### config.mk
export PLATFORM = sky130hd
export DESIGN_NAME = rrs_seq
export DESIGN_NICKNAME = d
export VERILOG_FILES = /design/src/rtl/rrs_pkg.sv /design/src/rtl/rrs_delay_cnt.sv /design/src/rtl/rrs_qphase.sv /design/src/rtl/rrs_seq.sv
export SDC_FILE = /design/constraint.sdc
export NUM_CORES = 1
export LEC_CHECK = 0
export ABC_AREA = 1
export BUFFER_PORTS_ARGS = -buffer_cell sky130_fd_sc_hd__buf_2
export CORE_ASPECT_RATIO = 1.1
export CORE_MARGIN = 10
export CORE_UTILIZATION = 54
export CTS_CLUSTER_SIZE = 8
export DETAILED_ROUTE_END_ITERATION = 10
export PLACE_DENSITY = 0.77
export SYNTH_ARGS = -nofsm -noshare
export SYNTH_HDL_FRONTEND = slang
export SYNTH_HIERARCHICAL = 1
export SYNTH_SLANG_ARGS = --single-unit
### constraint.sdc
create_clock -name clk -period 2.5 [get_ports clk]
set_input_delay 0.5 -clock clk [delete_from_list [all_inputs] [get_ports clk]]
set_output_delay 0.5 -clock clk [all_outputs]
set_load 0.03 [all_outputs]
### src/rtl/rrs_pkg.sv
// Shared phase encoding for the reset release sequencer.
package rrs_pkg;
    typedef enum logic [2:0] {
        PH_POR   = 3'd0,
        PH_PWRT  = 3'd1,
        PH_OST   = 3'd2,
        PH_PLL   = 3'd3,
        PH_RUN   = 3'd4,
        PH_SLEEP = 3'd5
    } phase_e;
endpackage

### src/rtl/rrs_delay_cnt.sv
// Shared delay counter. It counts step pulses and flags the pulse that
// completes limit_i steps, then restarts from zero by itself.
// Assumes limit_i >= 1 and that limit_i changes only together with a wrap.
module rrs_delay_cnt #(
    parameter int unsigned W = 8
) (
    input  logic         clk,
    input  logic         rst_n,
    input  logic         clr_i,
    input  logic         step_i,
    input  logic [W-1:0] limit_i,
    output logic         hit_o
);
    logic [W-1:0] cnt_q;

    // Terminal step: this pulse completes the programmed count.
    always_comb hit_o = step_i && (cnt_q == (limit_i - W'(1)));

    // Count register: clears on request or on completion, otherwise counts steps.
    always_ff @(posedge clk) begin
        if (!rst_n || clr_i) begin
            cnt_q <= '0;
        end else if (hit_o) begin
            cnt_q <= '0;
        end else if (step_i) begin
            cnt_q <= cnt_q + W'(1);
        end
    end
endmodule

### src/rtl/rrs_qphase.sv
// Four-phase instruction-cycle generator. It advances while run_i is high
// and is held at the first phase otherwise.
module rrs_qphase #(
    parameter int unsigned NPH = 4
) (
    input  logic                   clk,
    input  logic                   rst_n,
    input  logic                   run_i,
    output logic [$clog2(NPH)-1:0] q_o,
    output logic                   last_o
);
    localparam int unsigned QW = $clog2(NPH);
    logic [QW-1:0] q_q;

    // Phase register: wraps after the last phase, held at phase zero when stopped.
    always_ff @(posedge clk) begin
        if (!rst_n || !run_i) begin
            q_q <= '0;
        end else if (q_q == QW'(NPH - 1)) begin
            q_q <= '0;
        end else begin
            q_q <= q_q + QW'(1);
        end
    end

    // Output and last-phase flag.
    always_comb begin
        q_o    = q_q;
        last_o = (q_q == QW'(NPH - 1));
    end
endmodule

### src/rtl/rrs_seq.sv
// Reset release sequencer top. A power event is followed by the power-on
// delay, the optional power-up delay, the oscillator start-up count and,
// in PLL mode, a lock delay. The core is released after that.
// Also runs the instruction phases, sleep entry and wake.
// Assumes pwrt_en_i and pll_mode_i are static while a delay runs.
module rrs_seq #(
    parameter int unsigned POR_TICKS  = 16,
    parameter int unsigned PWRT_TICKS = 72000,
    parameter int unsigned OST_EDGES  = 1024,
    parameter int unsigned PLL_TICKS  = 2000
) (
    input  logic       clk,
    input  logic       rst_n,
    input  logic       tick_i,
    input  logic       osc_edge_i,
    input  logic       por_i,
    input  logic       bor_i,
    input  logic       ext_rst_i,
    input  logic       wdt_rst_i,
    input  logic       irq_i,
    input  logic       pwrt_en_i,
    input  logic       pll_mode_i,
    input  logic       sleep_req_i,
    output logic       core_rst_o,
    output logic       core_clk_en_o,
    output logic       osc_en_o,
    output logic [1:0] qphase_o,
    output logic [2:0] phase_o
);
    import rrs_pkg::*;

    localparam int unsigned M1      = (POR_TICKS > PWRT_TICKS) ? POR_TICKS : PWRT_TICKS;
    localparam int unsigned M2      = (OST_EDGES > PLL_TICKS) ? OST_EDGES : PLL_TICKS;
    localparam int unsigned CNT_MAX = (M1 > M2) ? M1 : M2;
    localparam int unsigned CW      = $clog2(CNT_MAX + 1);
    localparam logic [CW-1:0] LIM_POR  = CW'(POR_TICKS);
    localparam logic [CW-1:0] LIM_PWRT = CW'(PWRT_TICKS);
    localparam logic [CW-1:0] LIM_OST  = CW'(OST_EDGES);
    localparam logic [CW-1:0] LIM_PLL  = CW'(PLL_TICKS);

    phase_e        ph_q, ph_d;
    logic          warm_q, warm_d;
    logic          power_evt, rst_req;
    logic          step, hit;
    logic [CW-1:0] lim;
    logic          q_last;

    always_comb power_evt = por_i || bor_i;
    always_comb rst_req   = ext_rst_i || wdt_rst_i;

    // Step source and length of the current delay phase.
    always_comb begin
        step = 1'b0;
        lim  = LIM_POR;
        unique case (ph_q)
            PH_POR:  begin step = tick_i;     lim = LIM_POR;  end
            PH_PWRT: begin step = tick_i;     lim = LIM_PWRT; end
            PH_OST:  begin step = osc_edge_i; lim = LIM_OST;  end
            PH_PLL:  begin step = tick_i;     lim = LIM_PLL;  end
            default: begin step = 1'b0;       lim = LIM_POR;  end
        endcase
    end

    rrs_delay_cnt #(.W(CW)) u_cnt (
        .clk     (clk),
        .rst_n   (rst_n),
        .clr_i   (power_evt),
        .step_i  (step),
        .limit_i (lim),
        .hit_o   (hit)
    );

    rrs_qphase #(.NPH(4)) u_q (
        .clk    (clk),
        .rst_n  (rst_n),
        .run_i  (ph_q == PH_RUN),
        .q_o    (qphase_o),
        .last_o (q_last)
    );

    // Next phase: a power event wins, then delay completion, sleep and wake.
    always_comb begin
        ph_d   = ph_q;
        warm_d = warm_q;
        if (power_evt) begin
            ph_d   = PH_POR;
            warm_d = 1'b0;
        end else begin
            unique case (ph_q)
                PH_POR:   if (hit) ph_d = pwrt_en_i ? PH_PWRT : PH_OST;
                PH_PWRT:  if (hit) ph_d = PH_OST;
                PH_OST:   if (hit) ph_d = pll_mode_i ? PH_PLL : PH_RUN;
                PH_PLL:   if (hit) ph_d = PH_RUN;
                PH_RUN: begin
                    warm_d = 1'b0;
                    if (sleep_req_i && q_last) ph_d = PH_SLEEP;
                end
                PH_SLEEP: begin
                    if (rst_req) begin
                        ph_d   = PH_OST;
                        warm_d = 1'b0;
                    end else if (irq_i) begin
                        ph_d   = PH_OST;
                        warm_d = 1'b1;
                    end
                end
                default:  ph_d = PH_POR;
            endcase
        end
    end

    // State registers.
    always_ff @(posedge clk) begin
        if (!rst_n) begin
            ph_q   <= PH_POR;
            warm_q <= 1'b0;
        end else begin
            ph_q   <= ph_d;
            warm_q <= warm_d;
        end
    end

    // Outputs: reset hold, clock gating and oscillator control.
    always_comb begin
        core_rst_o    = rst_req
                     || (ph_q == PH_POR) || (ph_q == PH_PWRT)
                     || (((ph_q == PH_OST) || (ph_q == PH_PLL)) && !warm_q);
        core_clk_en_o = (ph_q == PH_RUN);
        osc_en_o      = (ph_q != PH_SLEEP);
        phase_o       = ph_q;
    end
endmodule

# Yosys cells after proc, flatten, opt, wreduce, memory -nomap -nowiden
# Cells that the tools add are included.
# op_classes
n_eq_ne	14
magnitude_cmp	0
mul	0
n_mux	15
reduce_logical	22
bitwise	1
div_mod_pow	0
add_sub_neg	3
shifts	0
# op_table
operator	n
17-bit case mux with 3 select lines	1
3-bit two-way mux	8
3-bit case mux with 6 select lines	1
17-bit by 1-bit adder with 17-bit output, second input constant	1
17-bit equality test	1
17-bit by 1-bit subtractor with 17-bit output, second input constant	1
2-bit inequality test, second input constant	5
1-bit logical OR	8
3-bit by 2-bit equality test with 1-bit output, second input constant	2
3-bit equality test, second input constant	2
3-bit inequality test, second input constant	2
6-bit AND reduction	1
2-bit OR reduction	3
1-bit case mux with 2 select lines	2
3-bit by 1-bit equality test with 1-bit output, second input constant	1
1-bit logical AND	3
1-bit zero test	3
3-bit zero test	1
3-bit OR reduction	1
2-bit by 1-bit adder with 2-bit output, second input constant	1
2-bit equality test, second input constant	1
1-bit two-way mux	2
2-bit two-way mux	1
2-bit AND reduction	1
2 further kinds	2
# word_totals
reg_bits	23
latch_bits	0
rom_bits	0
n_memories	0
mem_bits_rw	0

# Longest topological paths before layout
# Gate-level depths: netlist (run 1).
# logic_depth
word_depth	7
mapped_depth	22
ltp_nobuf	22

# Cells and area by module
# Netlist (run 1), hierarchy kept.
# modules_own_cells
mod	instances	cells_each	area_per_inst_um2
rrs_delay_cnt	1	256	1565.3
rrs_seq	1	70	399.1
rrs_qphase	1	8	77.6

# Least setup slack after synthesis (run 1)
# No wires, ideal clock.
# synth_path
path_type	register -> register
start	reg ph_q[0] (netlist: phase_o[0])
end	reg ph_q[0] (netlist: phase_o[0])
t_arrival_ns	2.639
path_buffers	1
setup_time_ns	0.121
slack_ns	-0.260
path_stages_with_launch	21
path_cell_list	dfxtp_1 -> buf_6 -> inv_1 -> nor2_2 -> inv_1 -> o21ai_0 -> nor2_1 -> nand2_1 -> o21ai_0 -> nand3_1 -> nand2_1 -> nor2_1 -> nand2_1 -> nor2_2 -> nand2_2 -> inv_1 -> inv_1 -> nand2_1 -> nand3_1 -> nand2_1 -> a21oi_1
# synth_via
elab_chain_cells	7
# synth_lines
item	line	text
from (decl)	rrs_seq.sv:41	phase_e ph_q, ph_d;
from (signal assigned)	rrs_seq.sv:118	ph_q <= ph_d;
3-bit by 2-bit equality test with 1-bit output or 3-bit by 1-bit equality test with 1-bit output (tied branches)	rrs_seq.sv:55	unique case (ph_q)
17-bit case mux with 3 select lines (*)	rrs_seq.sv:55	
via lim[7]	rrs_seq.sv:45	logic [CW-1:0] lim;
17-bit by 1-bit subtractor with 17-bit output (*)	rrs_delay_cnt.sv:17	always_comb hit_o = step_i && (cnt_q == (limit_i - W'(1)));
17-bit equality test (*)	rrs_delay_cnt.sv:17	
1-bit logical AND (*)	rrs_delay_cnt.sv:17	
via hit	rrs_seq.sv:44	logic step, hit;
2-bit inequality test (no line)	-	
6-bit AND reduction (no line) (*)	-	
# The timed path passes the listed nets; every way through them passes the cells marked *.
# A chain may end at the register's enable or synchronous reset.

# Final worst setup path (run 1)
# layout_path
start	reg ph_q[0] (netlist: phase_o[0])
end	reg ph_q[2] (netlist: phase_o[2])
# Same word-level chain as after synthesis.

==> results of run 1 <==
## report_power, final
group / leakage [nW] / internal (mW) / switching [mW]
registers: 0.187 / 0.364 / 0.00103
logic: 0.927 / 0.0281 / 0.0474
clock network: 0.0255 / 0.111 / 0.127
total: 1.14 / 0.504 / 0.176
## layout make-up
type                    count  area (um^2)
clock inverters             1        5.005
repair buffers             25        140.1
flip-flops and latches     23        469.2
multi-input cells         287         1536
well taps                  50        62.56
fillers                   383         1214
clock buffers               3        41.29
inverters                  49        186.4
## per-stage QoR
stage                     setup TNS (ps)  utilization, %  power, mW  area (um^2)
after detailed placement               0           63.47     0.4460         2320
final                                  0           66.79     0.6797         2441
after global routing              -256.7           66.79     0.7064         2441
after CTS                              0           64.74     0.6766         2366
after global placement                 0           63.47     0.4456         2320
after floorplan                        0               -     0.4312         2156
## layer usage
metal | wire length (um) | vias to the layer above | track usage (%)
met4 | 148 | 0 | 4.731
met2 | 2294 | 70 | 24.63
met3 | 204 | 13 | 2.026
met5 | 0 | - | 0
met1 | 2311 | 903 | 17.91
li1 | - | 1117 | -
## worst min-delay path by stage
stage / start / to / slack [ps] / depth (start not counted)
final: u_q/q_o[0] / u_q/q_o[0] / 460 / 1
after global routing: u_q/q_o[0] / u_q/q_o[0] / 500 / 1
after CTS: u_q/q_o[0] / u_q/q_o[0] / 470 / 1
after detailed placement: u_q/q_o[0] / u_q/q_o[0] / 450 / 1
after global placement: u_q/q_o[0] / u_q/q_o[0] / 430 / 1
after floorplan: warm_q / warm_q / 470 / 2
## critical path, stage by stage, from the launching register on
cell and delay [ps]:
dfxtp_4 390, inv_1 110, nor2_4 50, inv_2 90
o21ai_4 100, nor2_1 180, nand2_2 120, nor2_4 130
nand3_1 80, nand2_1 80, nand2_1 50, nor2_1 110
nand2_1 70, nor2_2 100, nand2_2 80, inv_1 60
inv_1 40, nand2_1 110, nand3_1 120, a21oi_2 140
## sequential cells by signal, summed over array words and instances, names as in the netlist
name         count
u_q/q_o          2
phase_o          3
u_cnt/cnt_q     17
warm_q           1
## Yosys cell counts (4+ instances only)
master	number
xor2_1	18
inv_1	45
nand2_2	4
o21ai_0	6
nand2_1	89
nor3_1	4
nor2_2	19
nand3_1	32
nor2_1	47
inv_2	4
xnor2_1	8
dfxtp_1	23
nor2_4	4
## cell families after synthesis
kind of cell    after synthesis  share of synthesized area, %
simple gates                213                         48.77
buf+inv                      51                         10.54
xor+xnor                     26                         11.15
flops                        23                         22.55
compound gates               16                         4.473
fa+ha+maj                     3                         1.838
other cells                   1                        0.1836
mux                           1                        0.4902
## timing repair
item,4_1_cts,5_1_grt
gates resized for setup,0,20
setup buffers,0,1
setup endpoints to repair,0,19
==> impl_metrics.py, run 1 <==
metrics = {
    "drt": {
        "ant_nets": 0,
        "routed_wl_um": 4960,
        "drc": 0,
        "wl_per_cell_um": 11.32,
        "dr_total_vias": 2103,
        "avgViaCountPerCell": 4.801,
        "first_pass_iters": 4,
        "drt_iter0_markers": 186,
    },
    "clock_network": {
        "clk_latency_ps": 270,
        "clock-sinks": 23,
        "cts-root-buf": "clkbuf_8",
        "htreeDepth": 1,
        "postCtsHoldBufs": 0,
        "numCtsBuffers": 3,
        "cts_tree": "built",
        "clock_path_buffers": 2,
        "cts.clk_slew.worst_paths_ps": 90,
    },
    "placement": {
        "post-place-ws_ps": 120.3,
        "gp_congestion": 0.9235,
        "dp_cells": 433,
        "hpwl_um": 3990,
        "portBuffers": 19,
    },
    "die": {
        "core_area_mm2": 0.003655,
        "die-area_mm2": 0.006644,
        "die_y_um": 84.50,
        "die_w_um": 78.63,
        "num_rows": 23,
        "io_pins": 20,
        "initial_utilization_pct": 55.87,
    },
    "synthesis": {
        "synth_edf_count": 0,
        "netlist_instances": 334,
        "synth_seq_cells": 23,
        "ys_seq_area_share_pct": 22.55,
        "synthFlopType": "dfxtp_1",
        "synth_area_leaders": "dfxtp_1, nand2_1, nor2_1",
        "synth_cell_types": 34,
        "async_reset_ff_share_pct": 0,
        "synth_area_leader_cell": "dfxtp_1",
        "synth_area_mm2": 0.002042,
        "yosysTopAreaCellShare_pct": 22.55,
        "yosys_warnings": 6,
        "syn_avg_cell_area_um2": 6.114,
    },
    "finish": {
        "mostFrequentLayoutCell": "nand2_1",
        "insertedDiodeCount": 0,
        "drive_gt1_share_pct": 21.13,
        "instances_no_fill": 438,
        "finalNetCount": 404,
        "final_cell_mix": "nand2_1, inv_1, nor2_1, nand3_1, conb_1",
        "syn_to_final_growth_pct": 19.55,
    },
    "timing": {
        "setup_viol": 0,
        "skew_ps": 3.093,
        "setup_slack_ps": 187.9,
        "layout_min_cycle_time_ps": 2312,
        "final.period_utilization_pct": 92.48,
        "max_freq_ghz": 0.4325,
        "slew_violations": 0,
        "finalHoldViolations": 0,
        "whs_ps": 464.4,
    },
    "worst_setup_path": {
        "critical_path.startpoint_type": "flip-flop",
        "crit_end": "phase_o[2]",
        "critPathKind": "reg2reg",
        "cp-end-kind": "flip-flop",
        "rrSetupSlack_ps": 190,
        "cp.required_ps": 2700,
        "reg2reg_depth": 19,
        "worstSetupStartpoint": "phase_o[0]",
        "r2r-start": "phase_o[0]",
        "r2r_end": "phase_o[2]",
        "arrival_ps": 2510,
        "crit_fanout": 9,
    },
    "pwr": {
        "leakage_nw": 1.140,
        "p_per_area_mw_per_mm2": 278.4,
        "ir_drop_mv": 0.2706,
    },
    "min_path": {
        "worstHoldPathType": "reg2reg",
    },
    "global_routing": {
        "grt_remaining_overflow": 0,
        "grt_usage_pct": 14.40,
        "grt_pass1_vias": 1977,
        "grt_pass1_wl_um": 8135,
        "antenna_found_initial": 0,
        "grt_max_degree": 18,
    },
    "job": {
        "drv_cap": 0,
    },
    "outcome": {
        "status": "complete, no violations",
    },
}
No activity file was read; power rests on OpenSTA's default activity.
==> run 2, diff against run 1 <==
Settings changed: SETUP_SLACK_MARGIN set to 0.4.
==> impl_metrics.py, run 2 (same netlist as run 1, synthesis figures left out) <==
metrics = {
    "outcome": {
        "status": "complete, no violations",
    },
    "finish": {
        "finalNetCount": 413,
        "largest-register": "u_cnt/cnt_q",
        "insertedDiodeCount": 0,
        "largest_register_ffs": 17,
        "mostFrequentLayoutCell": "nand2_1",
        "instances_no_fill": 447,
        "syn_to_final_growth_pct": 28.62,
        "drive_gt1_share_pct": 27.46,
        "fin_util_pct": 71.86,
        "final_cell_mix": "nand2_1, inv_1, nor2_1, conb_1, nand3_1",
    },
    "pwr": {
        "p_switching_mw": 0.1730,
        "seq_power_share_pct": 53.5,
        "clkPwrFrac_pct": 34.3,
        "switching_share_pct": 25.41,
        "pwr-share-comb_pct": 12.2,
        "p_per_area_mw_per_mm2": 259.3,
        "ir_drop_mv": 0.2553,
        "leakage_nw": 1.200,
        "p_int_mw": 0.5080,
    },
    "die": {
        "initial_utilization_pct": 55.87,
        "num_rows": 23,
        "die_y_um": 84.50,
        "core_area_mm2": 0.003655,
        "die_w_um": 78.63,
        "io_pins": 20,
        "die-area_mm2": 0.006644,
    },
    "global_routing": {
        "grt_remaining_overflow": 0,
        "antenna_found_initial": 0,
        "grt_pass1_wl_um": 8825,
        "grt_pass1_vias": 2092,
        "grt_max_degree": 18,
        "grt_usage_pct": 15.54,
    },
    "drt": {
        "ant_nets": 0,
        "first_pass_iters": 4,
        "dr_total_vias": 2210,
        "drc": 0,
        "routed_wl_um": 5282,
        "drt_iter0_markers": 69,
        "wl_per_cell_um": 11.82,
        "avgViaCountPerCell": 4.944,
    },
    "timing": {
        "max_slew.worst_pin.slew_ps": 904.0,
        "tns_ps": 0,
        "slew_violations": 0,
        "setup_viol": 0,
        "whs_ps": 449.6,
        "skew_ps": 4.261,
        "max_freq_ghz": 0.4606,
        "setup_slack_ps": 328.8,
        "layout_min_cycle_time_ps": 2171,
        "rsz0062_at_grt": "true",
        "relSlewSlack_pct": 39.51,
        "final.period_utilization_pct": 86.85,
        "finalHoldViolations": 0,
    },
    "min_path": {
        "min_path_cells": 1,
        "worstHoldPathType": "reg2reg",
    },
    "placement": {
        "hpwl_um": 3879,
        "post-place-ws_ps": 120.1,
        "gp_congestion": 0.8468,
        "dp_cells": 430,
        "portBuffers": 19,
    },
    "worst_setup_path": {
        "critPathKind": "reg2reg",
        "critical_path.startpoint_type": "flip-flop",
        "cp_num_buf_inv": 4,
        "path_delay_family": "simple AND/OR/NAND/NOR gates",
        "reg2reg_depth": 20,
        "crit_chain": "inv_6, nand2_4, nor2_4, inv_2, nand3_4, nor2_4, nand2_2, nor2_4, nand3_2, nand2_1, nand2_1, nor2_1, nand2_1, nor2_2, nand2_4, inv_2, inv_2, nand2_4, nand3_1, a21oi_1",
        "cp-end-kind": "flip-flop",
        "arrival_ps": 2370,
        "cp.depth": 20,
        "critPathMaxStageDelay_ps": 380,
        "cp.required_ps": 2700,
        "crit_fanout": 5,
        "cp_slowest_cell": "dfxtp_4",
    },
    "clock_network": {
        "postCtsHoldBufs": 0,
        "clk_latency_ps": 260,
        "clock_path_buffers": 2,
        "cts_tree": "built",
        "cts-root-buf": "clkbuf_8",
        "cts.clk_slew.worst_paths_ps": 80,
        "numCtsBuffers": 3,
        "clock-sinks": 23,
        "htreeDepth": 1,
    },
    "job": {
        "drv_cap": 0,
    },
}
## run 2: cell types whose count changed in the layout (fill, tap and decap cells not counted), moves of 3 or more
cell / before / now
nand2_4: 2 / 5
nand3_2: 2 / 6
nand3_1: 31 / 27
inv_1: 44 / 39
buf_4: 6 / 12
nor2_4: 7 / 10
nor2_1: 39 / 36
nand2_1: 87 / 82
inv_2: 4 / 8
## run 2: what timing repair did
action / in CTS / in global routing
setup buffers: 8 / 3
endpoints found under the hold margin: 0 / 0
pin swaps: 19 / 17
gates resized for setup: 22 / 14
setup endpoints to repair: 20 / 20
gates cloned: 0 / 2
## run 2: stage by stage
step                total power [mW]  area (um^2)
CTS                           0.6778         2522
global placement              0.4411         2345
global route                  0.7164         2626
detailed placement            0.4418         2345
floorplan                     0.4282         2203
finish                        0.6810         2626
## run 2: worst reg2reg max path: stages, from the launching register on
cell and delay (ps):
dfxtp_4 380, inv_6 40, nand2_4 80, nor2_4 40, inv_2 80, nand3_4 120, nor2_4 130, nand2_2 110
nor2_4 160, nand3_2 70, nand2_1 70, nand2_1 50, nor2_1 110, nand2_1 70, nor2_2 150, nand2_4 80
inv_2 60, inv_2 40, nand2_4 70, nand3_1 80, a21oi_1 140
## run 2: final cells by class
type	instances	area [um^2]
Clock buffer	4	45.04
Sequential cell	23	471.7
Fill cell	332	1028
Tap cell	50	62.56
Timing Repair Buffer	32	196.4
Inverter	49	193.9
Multi-Input combinational cell	289	1657
## run 2: final timing paths
check	endpoint	slack, ps	startpoint
max reg2reg	phase_o[0]	330	phase_o[2]
min reg2reg	u_q/q_o[0]	450	u_q/q_o[0]
min	u_q/q_o[0]	450	u_q/q_o[0]
max	phase_o[0]	330	phase_o[2]
## run 2: routing by layer
layer  vias to the layer above  part of all wire (%)  wire (um)  track usage (%)
li1                       1134                     -          -                -
met1                      1002                    44       2350            19.27
met2                        66                    49       2600            26.87
met3                         8                   4.4        235            1.919
met4                         0                   1.8         96            5.057
met5                         -                     0          0                0
## run 2: power groups by stage
stage | Sequential [mW] | Clock, mW | Combinational, mW
2_1_floorplan | 0.373 | 0 | 0.0555
3_3_place_gp | 0.373 | 0 | 0.0683
3_5_place_dp | 0.373 | 0 | 0.0689
4_1_cts | 0.364 | 0.241 | 0.0724
5_1_grt | 0.364 | 0.255 | 0.0967
6_report | 0.364 | 0.234 | 0.0831
